## src/rtl/ixp_pkg.sv

```systemverilog
package ixp_pkg;
  localparam int unsigned IDX_W  = 6;
  localparam int unsigned DATA_W = 8;

  localparam int unsigned REG_SEC  = 'h00;
  localparam int unsigned REG_CTLA = 'h0A;
  localparam int unsigned REG_CTLB = 'h0B;
  localparam int unsigned REG_STAT = 'h0C;
  localparam int unsigned REG_VLD  = 'h0D;

  // enable bit positions inside control byte B
  localparam int unsigned B_PIE  = 6;
  localparam int unsigned B_AIE  = 5;
  localparam int unsigned B_UIE  = 4;
  localparam int unsigned B_SQWE = 3;

  localparam logic [7:0] VLD_VALUE  = 8'h80;
  localparam logic [7:0] B_RST_MASK = 8'h78;

  // bits a host may change in a given byte
  function automatic logic [7:0] host_mask(input int unsigned idx);
    if (idx == REG_STAT || idx == REG_VLD)     return 8'h00;
    else if (idx == REG_SEC || idx == REG_CTLA) return 8'h7F;
    else                                        return 8'hFF;
  endfunction
endpackage

```

## src/rtl/ixp_strobe.sv

```systemverilog
module ixp_strobe (
  input  logic clk,
  input  logic rst_n,
  input  logic sel,
  input  logic wr_n,
  input  logic rd_n,
  output logic wr_commit,
  output logic rd_done
);
  logic wr_q, rd_q;

  always_ff @(posedge clk) begin
    if (!rst_n) begin
      wr_q <= 1'b1;
      rd_q <= 1'b1;
    end else begin
      wr_q <= wr_n;
      rd_q <= rd_n;
    end
  end

  // completion of a strobe: low last cycle, high now, still selected
  assign wr_commit = sel & wr_n & ~wr_q;
  assign rd_done   = sel & rd_n & ~rd_q;
endmodule

```

## src/rtl/ixp_regfile.sv

```systemverilog
module ixp_regfile
  import ixp_pkg::*;
#(
  parameter int unsigned P_IDX_W  = IDX_W,
  parameter int unsigned P_DATA_W = DATA_W
) (
  input  logic                clk,
  input  logic                rst_n,
  input  logic                we,
  input  logic [P_IDX_W-1:0]  idx,
  input  logic [P_DATA_W-1:0] wdata,
  output logic [P_DATA_W-1:0] rdata,
  output logic [P_DATA_W-1:0] ctrl_b
);
  localparam int unsigned NUM_REGS = 1 << P_IDX_W;

  logic [P_DATA_W-1:0] store [NUM_REGS];

  for (genvar g = 0; g < NUM_REGS; g++) begin : g_byte
    localparam logic [P_DATA_W-1:0] MASK = P_DATA_W'(host_mask(g));
    if (MASK == '0) begin : g_ro
      assign store[g] = '0;
    end else begin : g_rw
      logic [P_DATA_W-1:0] q;
      always_ff @(posedge clk) begin
        if (!rst_n) begin
          if (g == REG_CTLB) q <= q & ~P_DATA_W'(B_RST_MASK);
        end else if (we && idx == P_IDX_W'(g)) begin
          q <= (q & ~MASK) | (wdata & MASK);
        end
      end
      assign store[g] = q & MASK;
    end
  end

  assign rdata  = store[idx];
  assign ctrl_b = store[REG_CTLB];
endmodule

```

## src/rtl/ixp_irq.sv

```systemverilog
module ixp_irq
  import ixp_pkg::*;
#(
  parameter int unsigned P_DATA_W = DATA_W
) (
  input  logic                clk,
  input  logic                rst_n,
  input  logic                pf_in,
  input  logic                af_in,
  input  logic                uf_in,
  input  logic                clr,
  input  logic [P_DATA_W-1:0] ctrl_b,
  output logic [P_DATA_W-1:0] status,
  output logic                irq_oe
);
  logic [2:0] flags;
  logic [2:0] enables;
  logic       irqf;

  always_ff @(posedge clk) begin
    if (!rst_n) flags <= '0;
    else        flags <= (clr ? 3'b000 : flags) | {pf_in, af_in, uf_in};
  end

  assign enables = {ctrl_b[B_PIE], ctrl_b[B_AIE], ctrl_b[B_UIE]};
  assign irqf    = |(flags & enables);
  assign status  = {irqf, flags, {(P_DATA_W-4){1'b0}}};
  assign irq_oe  = irqf & rst_n;
endmodule

```

## src/rtl/ixp_top.sv

```systemverilog
module ixp_top
  import ixp_pkg::*;
#(
  parameter int unsigned P_IDX_W  = IDX_W,
  parameter int unsigned P_DATA_W = DATA_W
) (
  input  logic                clk,
  input  logic                rst_n,
  input  logic                stby_n,
  input  logic                cs_n,
  input  logic                a0,
  input  logic                rd_n,
  input  logic                wr_n,
  input  logic [P_DATA_W-1:0] din,
  output logic [P_DATA_W-1:0] dout,
  output logic                dout_en,
  input  logic                pf_in,
  input  logic                af_in,
  input  logic                uf_in,
  output logic                irq_oe
);
  logic                sel, wr_commit, rd_done, stat_clr;
  logic [P_IDX_W-1:0]  index;
  logic [P_DATA_W-1:0] rdata, ctrl_b, status, rd_val;

  assign sel = ~cs_n & stby_n & rst_n;

  ixp_strobe u_strobe (
    .clk(clk), .rst_n(rst_n), .sel(sel), .wr_n(wr_n), .rd_n(rd_n),
    .wr_commit(wr_commit), .rd_done(rd_done)
  );

  always_ff @(posedge clk) begin
    if (wr_commit && !a0) index <= din[P_IDX_W-1:0];
  end

  ixp_regfile #(.P_IDX_W(P_IDX_W), .P_DATA_W(P_DATA_W)) u_regs (
    .clk(clk), .rst_n(rst_n), .we(wr_commit & a0), .idx(index),
    .wdata(din), .rdata(rdata), .ctrl_b(ctrl_b)
  );

  assign stat_clr = rd_done & a0 & (index == P_IDX_W'(REG_STAT));

  ixp_irq #(.P_DATA_W(P_DATA_W)) u_irq (
    .clk(clk), .rst_n(rst_n), .pf_in(pf_in), .af_in(af_in), .uf_in(uf_in),
    .clr(stat_clr), .ctrl_b(ctrl_b), .status(status), .irq_oe(irq_oe)
  );

  always_comb begin
    if (!a0)                               rd_val = P_DATA_W'(index);
    else if (index == P_IDX_W'(REG_STAT))  rd_val = status;
    else if (index == P_IDX_W'(REG_VLD))   rd_val = P_DATA_W'(VLD_VALUE);
    else                                   rd_val = rdata;
  end

  assign dout_en = sel & ~rd_n;
  assign dout    = dout_en ? rd_val : '0;
endmodule

```

## config.mk

```make
export PLATFORM = sky130hd
export DESIGN_NAME = ixp_top
export DESIGN_NICKNAME = d
export VERILOG_FILES = /design/src/rtl/ixp_pkg.sv /design/src/rtl/ixp_strobe.sv /design/src/rtl/ixp_regfile.sv /design/src/rtl/ixp_irq.sv /design/src/rtl/ixp_top.sv
export SDC_FILE = /design/constraint.sdc
export NUM_CORES = 1
export LEC_CHECK = 0
export CORE_UTILIZATION = 25
export CTS_CLUSTER_DIAMETER = 50
export DETAILED_ROUTE_END_ITERATION = 7
export PLACE_DENSITY = 0.5
export SLEW_MARGIN = 10
export SYNTH_ARGS = -nofsm -noshare
export SYNTH_HDL_FRONTEND = slang
export SYNTH_SLANG_ARGS = --single-unit
```

## constraint.sdc

```tcl
create_clock -name clk -period 2.79 [get_ports clk]
set_clock_uncertainty 0.2 [all_clocks]
set_input_delay 0.558 -clock clk [delete_from_list [all_inputs] [get_ports clk]]
set_output_delay 0.558 -clock clk [all_outputs]
set_load 0.01 [all_outputs]
```

==> flow_summary.yaml <==
status:
  status: "finished with violations"
  failing_checks: "negative setup slack"
critical_path:
  critical_path.max_fanout: 6
  worst_path_max_delay_cell: "sky130_fd_sc_hd__mux4_2"
  cp-end-kind: "output pin"
  critPathMostFrequentCell: "sky130_fd_sc_hd__buf_6"
  cells_along_the_critical_path: "buf_6, buf_12, buf_12, buf_6, mux4_2, mux4_2, nand4_1, o21ai_1, nand2_1, nand3_4, buf_6"
  path_buf_inv: 5
  cp_data_required_time_ns: 2.03
  start_kind: "register"
  path_class: "reg -> out"
  path_delay_family: "multiplexers"
  slowest_stage_delay_on_critical_path_ns: 0.50
  timing.critical_path.arrival_ns: 3.09
synthesis:
  biggest_area_consumer_among_synthesized_cells: "sky130_fd_sc_hd__edfxtp_1"
  yosys_register_bits: 505
  mappedNetlistNets: 1014
  yosys-mux-area-fraction_pct: 15.3
  post_synth_xor_area_fraction_pct: 0
  yosys-top-cells-area: "sky130_fd_sc_hd__edfxtp_1 (75%), sky130_fd_sc_hd__mux4_2 (13%), sky130_fd_sc_hd__nor2_1 (1.4%)"
  synthSimpleGateAreaFrac_pct: 4.39
  synth_area_mm2: 0.0200
  number_of_distinct_library_cell_variants_in_the_gate_level_netlist_after_synthesis: 43
  synth-adder-area-share_pct: 0
  synth.top_cell.area_share_pct: 74.6
  synthesis.yosys.warnings: 0
  synth_compound_gate_area_share_pct: 2.96
  syn-mean-instance-area_um2: 20.0
  combinational_family_with_the_most_area_after_synthesis: "multiplexers"
  synth_sequential_area_ratio_pct: 75.5
  netlist_instances: 996
sta:
  rsz0062_at_grt: "true"
  final_period_minus_worst_setup_slack_ns: 3.85
  timing.final.hold_violations: 0
  timing.slew.headroom_pct: 52.7
  final-max-slew-violation-count: 0
  layout_setup_ws_ns: -1.06
  worst_pin_slew_ns: 0.710
  max_freq_mhz: 260
  setup-violations-final: 8
  min_period_over_period_pct: 138
clock_tree:
  cts.sink_count: 505
  clkSlewWorstSetupHoldPaths_ns: 0.06
  clock_insertion_delay_worst_skew_ns: 0.60
  cts-buffers-inserted: 55
  cts_hold_buffers: 0
  cts.root.buffer_cell: "sky130_fd_sc_hd__clkbuf_16"
  cts_tree: "built"
  clk_path_buf_depth: 3
  htree_levels: 2
die:
  fp.dieW_um: 285
  floorplan.initialDensity_pct: 25.3
  design.core.area_mm2: 0.0790
  top_level_ports: 28
  count_of_standard_cell_rows: 103
  die_area_mm2: 0.0810
  die_height_um: 285
global_routing:
  global_route_wire_length_before_repair_mm: 77.9
  grt_overflow_total: 0
  antenna_violations_before_repair: 0
  grtUsageTotal_pct: 13.1
  grt_max_degree: 64
  via_count_of_the_first_global_routing_pass: 11200
finish:
  sequential_cell_area_mm2: 0.0151
  antenna-diode-count: 0
  multi_input_comb_area_mm2: 0.00492
  synthToLayoutAreaGrowth_pct: 28.6
  share_of_final_layout_standard_cells_stronger_than_drive_strength_1_pct: 40.4
  nNetsFinal: 1285
  fill_cells: 7562
  postLayoutCellArea_mm2: 0.0257
drt:
  via_per_inst: 4.56
  initialDrtViolationCount: 984
  average_wire_per_standard_cell_um: 22.4
  post-route-drc-count: 0
  final_antenna_net_count: 0
  wirelength_mm: 52.9
  vias: 10700
  drt-pass1-iter-count: 5
power_and_ir_drop:
  power.leakage_nw: 8.32
  totalPowerFinal_w: 0.0160
  vdd.ir_drop.worst_mv: 0.490
  cellPowerDensity_mw_per_mm2: 622
placed_design:
  place.port_buffers: 27
  dp_hpwl_mm: 35.1
  dpl_cell_area_mm2: 0.0230
  gp_congestion: 0.932
min_path:
  timing.hold.worst.class: "in -> reg"
run:
  cap_violations: 0
## repair_timing
action / CTS / global route
endpoints found under the hold margin: 0 / 0
cloned: 5 / 0
setup endpoints to repair: 10 / 227
resized for setup: 135 / 34
pin swaps: 25 / 24
setup buffers: 20 / 9
## path summary, 6_finish.rpt
| check | from | to | slack (ns) | depth (start not counted) |
|---|---|---|---|---|
| hold reg to reg | u_regs.ctrl_b[6] | u_regs.ctrl_b[6] | 0.42 | 3 |
| hold / removal | din[3] | u_regs.g_byte[34].g_rw.q[3] | 0.28 | 2 |
| setup / recovery | index[0] | dout[0] | -1.06 | 11 |
| setup reg to reg | index[0] | u_regs.g_byte[45].g_rw.q[6] | 0.10 | 10 |
## cells in the final DEF, fill, tap and decap left out, types with 8 or more instances in the layout
cell type | netlist | routed
sky130_fd_sc_hd__buf_6 | 9 | 17
sky130_fd_sc_hd__nand2b_1 | 8 | 8
sky130_fd_sc_hd__a22oi_2 | 0 | 9
sky130_fd_sc_hd__nand3_1 | 17 | 10
sky130_fd_sc_hd__clkdlybuf4s50_1 | 0 | 9
sky130_fd_sc_hd__buf_4 | 6 | 201
sky130_fd_sc_hd__clkinv_1 | 1 | 10
sky130_fd_sc_hd__o21ai_0 | 14 | 10
sky130_fd_sc_hd__nand2_1 | 37 | 33
sky130_fd_sc_hd__edfxtp_1 | 496 | 496
sky130_fd_sc_hd__mux4_2 | 111 | 115
sky130_fd_sc_hd__a21oi_1 | 20 | 12
sky130_fd_sc_hd__nor2_1 | 74 | 70
sky130_fd_sc_hd__mux2i_1 | 22 | 22
sky130_fd_sc_hd__clkbuf_1 | 19 | 11
sky130_fd_sc_hd__nand4_1 | 11 | 11
sky130_fd_sc_hd__dfxtp_1 | 9 | 9
sky130_fd_sc_hd__bufinv_16 | 0 | 9
sky130_fd_sc_hd__mux2_2 | 15 | 13
sky130_fd_sc_hd__buf_12 | 2 | 22
sky130_fd_sc_hd__clkbuf_16 | 0 | 55
sky130_fd_sc_hd__nor2b_1 | 23 | 21
sky130_fd_sc_hd__buf_2 | 18 | 9
## final cells by class
cell class              count  share of cell area, %
multi-input cells         429                   19.1
repair buffers            272                   9.92
well taps                1050                   5.12
clock inverters            31                   1.53
inverters                   4                 0.0585
flip-flops and latches    505                   58.7
clock buffers              66                   5.52
## stage by stage
stage	utilization (%)	setup TNS, ns	instances	hold WS [ns]	setup slack (ns)
2_1_floorplan	-	0	996	0.277	0.0258
3_3_place_gp	29.1	-205.41	2231	0.399	-0.995
3_5_place_dp	29.1	-210.01	2231	0.418	-1.05
4_1_cts	32.3	-8.29	2349	0.265	-1.11
5_1_grt	32.5	-8.60	2357	0.269	-1.12
6_report	32.5	-7.86	2357	0.275	-1.06
## Yosys cell counts
master / n
sky130_fd_sc_hd__edfxtp_1: 496
sky130_fd_sc_hd__mux4_2: 111
sky130_fd_sc_hd__nor2_1: 74
sky130_fd_sc_hd__nand2_1: 37
sky130_fd_sc_hd__nor2b_1: 23
sky130_fd_sc_hd__mux2i_1: 22
sky130_fd_sc_hd__a21oi_1: 20
sky130_fd_sc_hd__clkbuf_1: 19
sky130_fd_sc_hd__buf_2: 18
sky130_fd_sc_hd__nand3_1: 17
sky130_fd_sc_hd__a22oi_1: 16
sky130_fd_sc_hd__mux2_2: 15
sky130_fd_sc_hd__o21ai_0: 14
sky130_fd_sc_hd__nand4_1: 11
sky130_fd_sc_hd__buf_6: 9
sky130_fd_sc_hd__dfxtp_1: 9
sky130_fd_sc_hd__nand2b_1: 8
sky130_fd_sc_hd__nor3_1: 8
sky130_fd_sc_hd__o22ai_1: 8
sky130_fd_sc_hd__a211oi_1: 6
sky130_fd_sc_hd__buf_4: 6
sky130_fd_sc_hd__mux4_1: 6
sky130_fd_sc_hd__a2111oi_0: 5
sky130_fd_sc_hd__a221oi_1: 4
sky130_fd_sc_hd__buf_1: 4
sky130_fd_sc_hd__o311ai_0: 4
sky130_fd_sc_hd__a31oi_1: 3
sky130_fd_sc_hd__inv_1: 3
sky130_fd_sc_hd__buf_12: 2
sky130_fd_sc_hd__o2111ai_1: 2
sky130_fd_sc_hd__o221ai_1: 2
sky130_fd_sc_hd__or2_2: 2
sky130_fd_sc_hd__or4_1: 2
sky130_fd_sc_hd__a2111oi_1: 1
sky130_fd_sc_hd__a222oi_1: 1
sky130_fd_sc_hd__a41o_1: 1
sky130_fd_sc_hd__and2_0: 1
sky130_fd_sc_hd__and2b_1: 1
sky130_fd_sc_hd__clkinv_1: 1
sky130_fd_sc_hd__nand3b_1: 1
sky130_fd_sc_hd__nor3_2: 1
sky130_fd_sc_hd__nor3b_2: 1
sky130_fd_sc_hd__o31ai_1: 1
## state kept, by name, indices dropped and copies added (netlist names)
| signal | count |
|---|---|
| index | 6 |
| u_irq.flags | 3 |
| u_regs.ctrl_b | 8 |
| u_regs.g_byte.g_rw.q | 486 |
| u_strobe.rd_q | 1 |
| u_strobe.wr_q | 1 |
## power breakdown
part	total [W]	internal [W]	switching, W
combinational	0.000300	0.0000971	0.000203
clock	0.00734	0.00444	0.00291
sequential	0.00833	0.00833	0.00000213
## worst register-to-register path: stages (launching register included)
cell and delay (ns):
sky130_fd_sc_hd__edfxtp_1 0.34, sky130_fd_sc_hd__buf_6 0.13, sky130_fd_sc_hd__buf_12 0.15, sky130_fd_sc_hd__bufbuf_16 0.32, sky130_fd_sc_hd__buf_4 0.20, sky130_fd_sc_hd__inv_1 0.09, sky130_fd_sc_hd__buf_4 0.14, sky130_fd_sc_hd__nor2_2 0.18
sky130_fd_sc_hd__nand2_1 0.20, sky130_fd_sc_hd__nor2_1 0.20, sky130_fd_sc_hd__buf_4 0.23
## layer usage
layer | GRT usage [%] | wire length [um] | vias up
met1 | 18.8 | 24500 | 5692
met2 | 20.1 | 24300 | 311
met5 | 0 | 0 | -
met3 | 2.23 | 2810 | 82
met4 | 3.99 | 1330 | 0
li1 | - | - | 4657
## cell families (layout without fill, tap and decap cells)
logic type,Yosys count,count (layout)
and+or+nand+nor,187,187
buffers and inverters,62,373
AOI/OAI and AO/OA,88,88
muxes,154,154
DFF,505,505
Note: power is estimated with default switching activity, not from simulation.
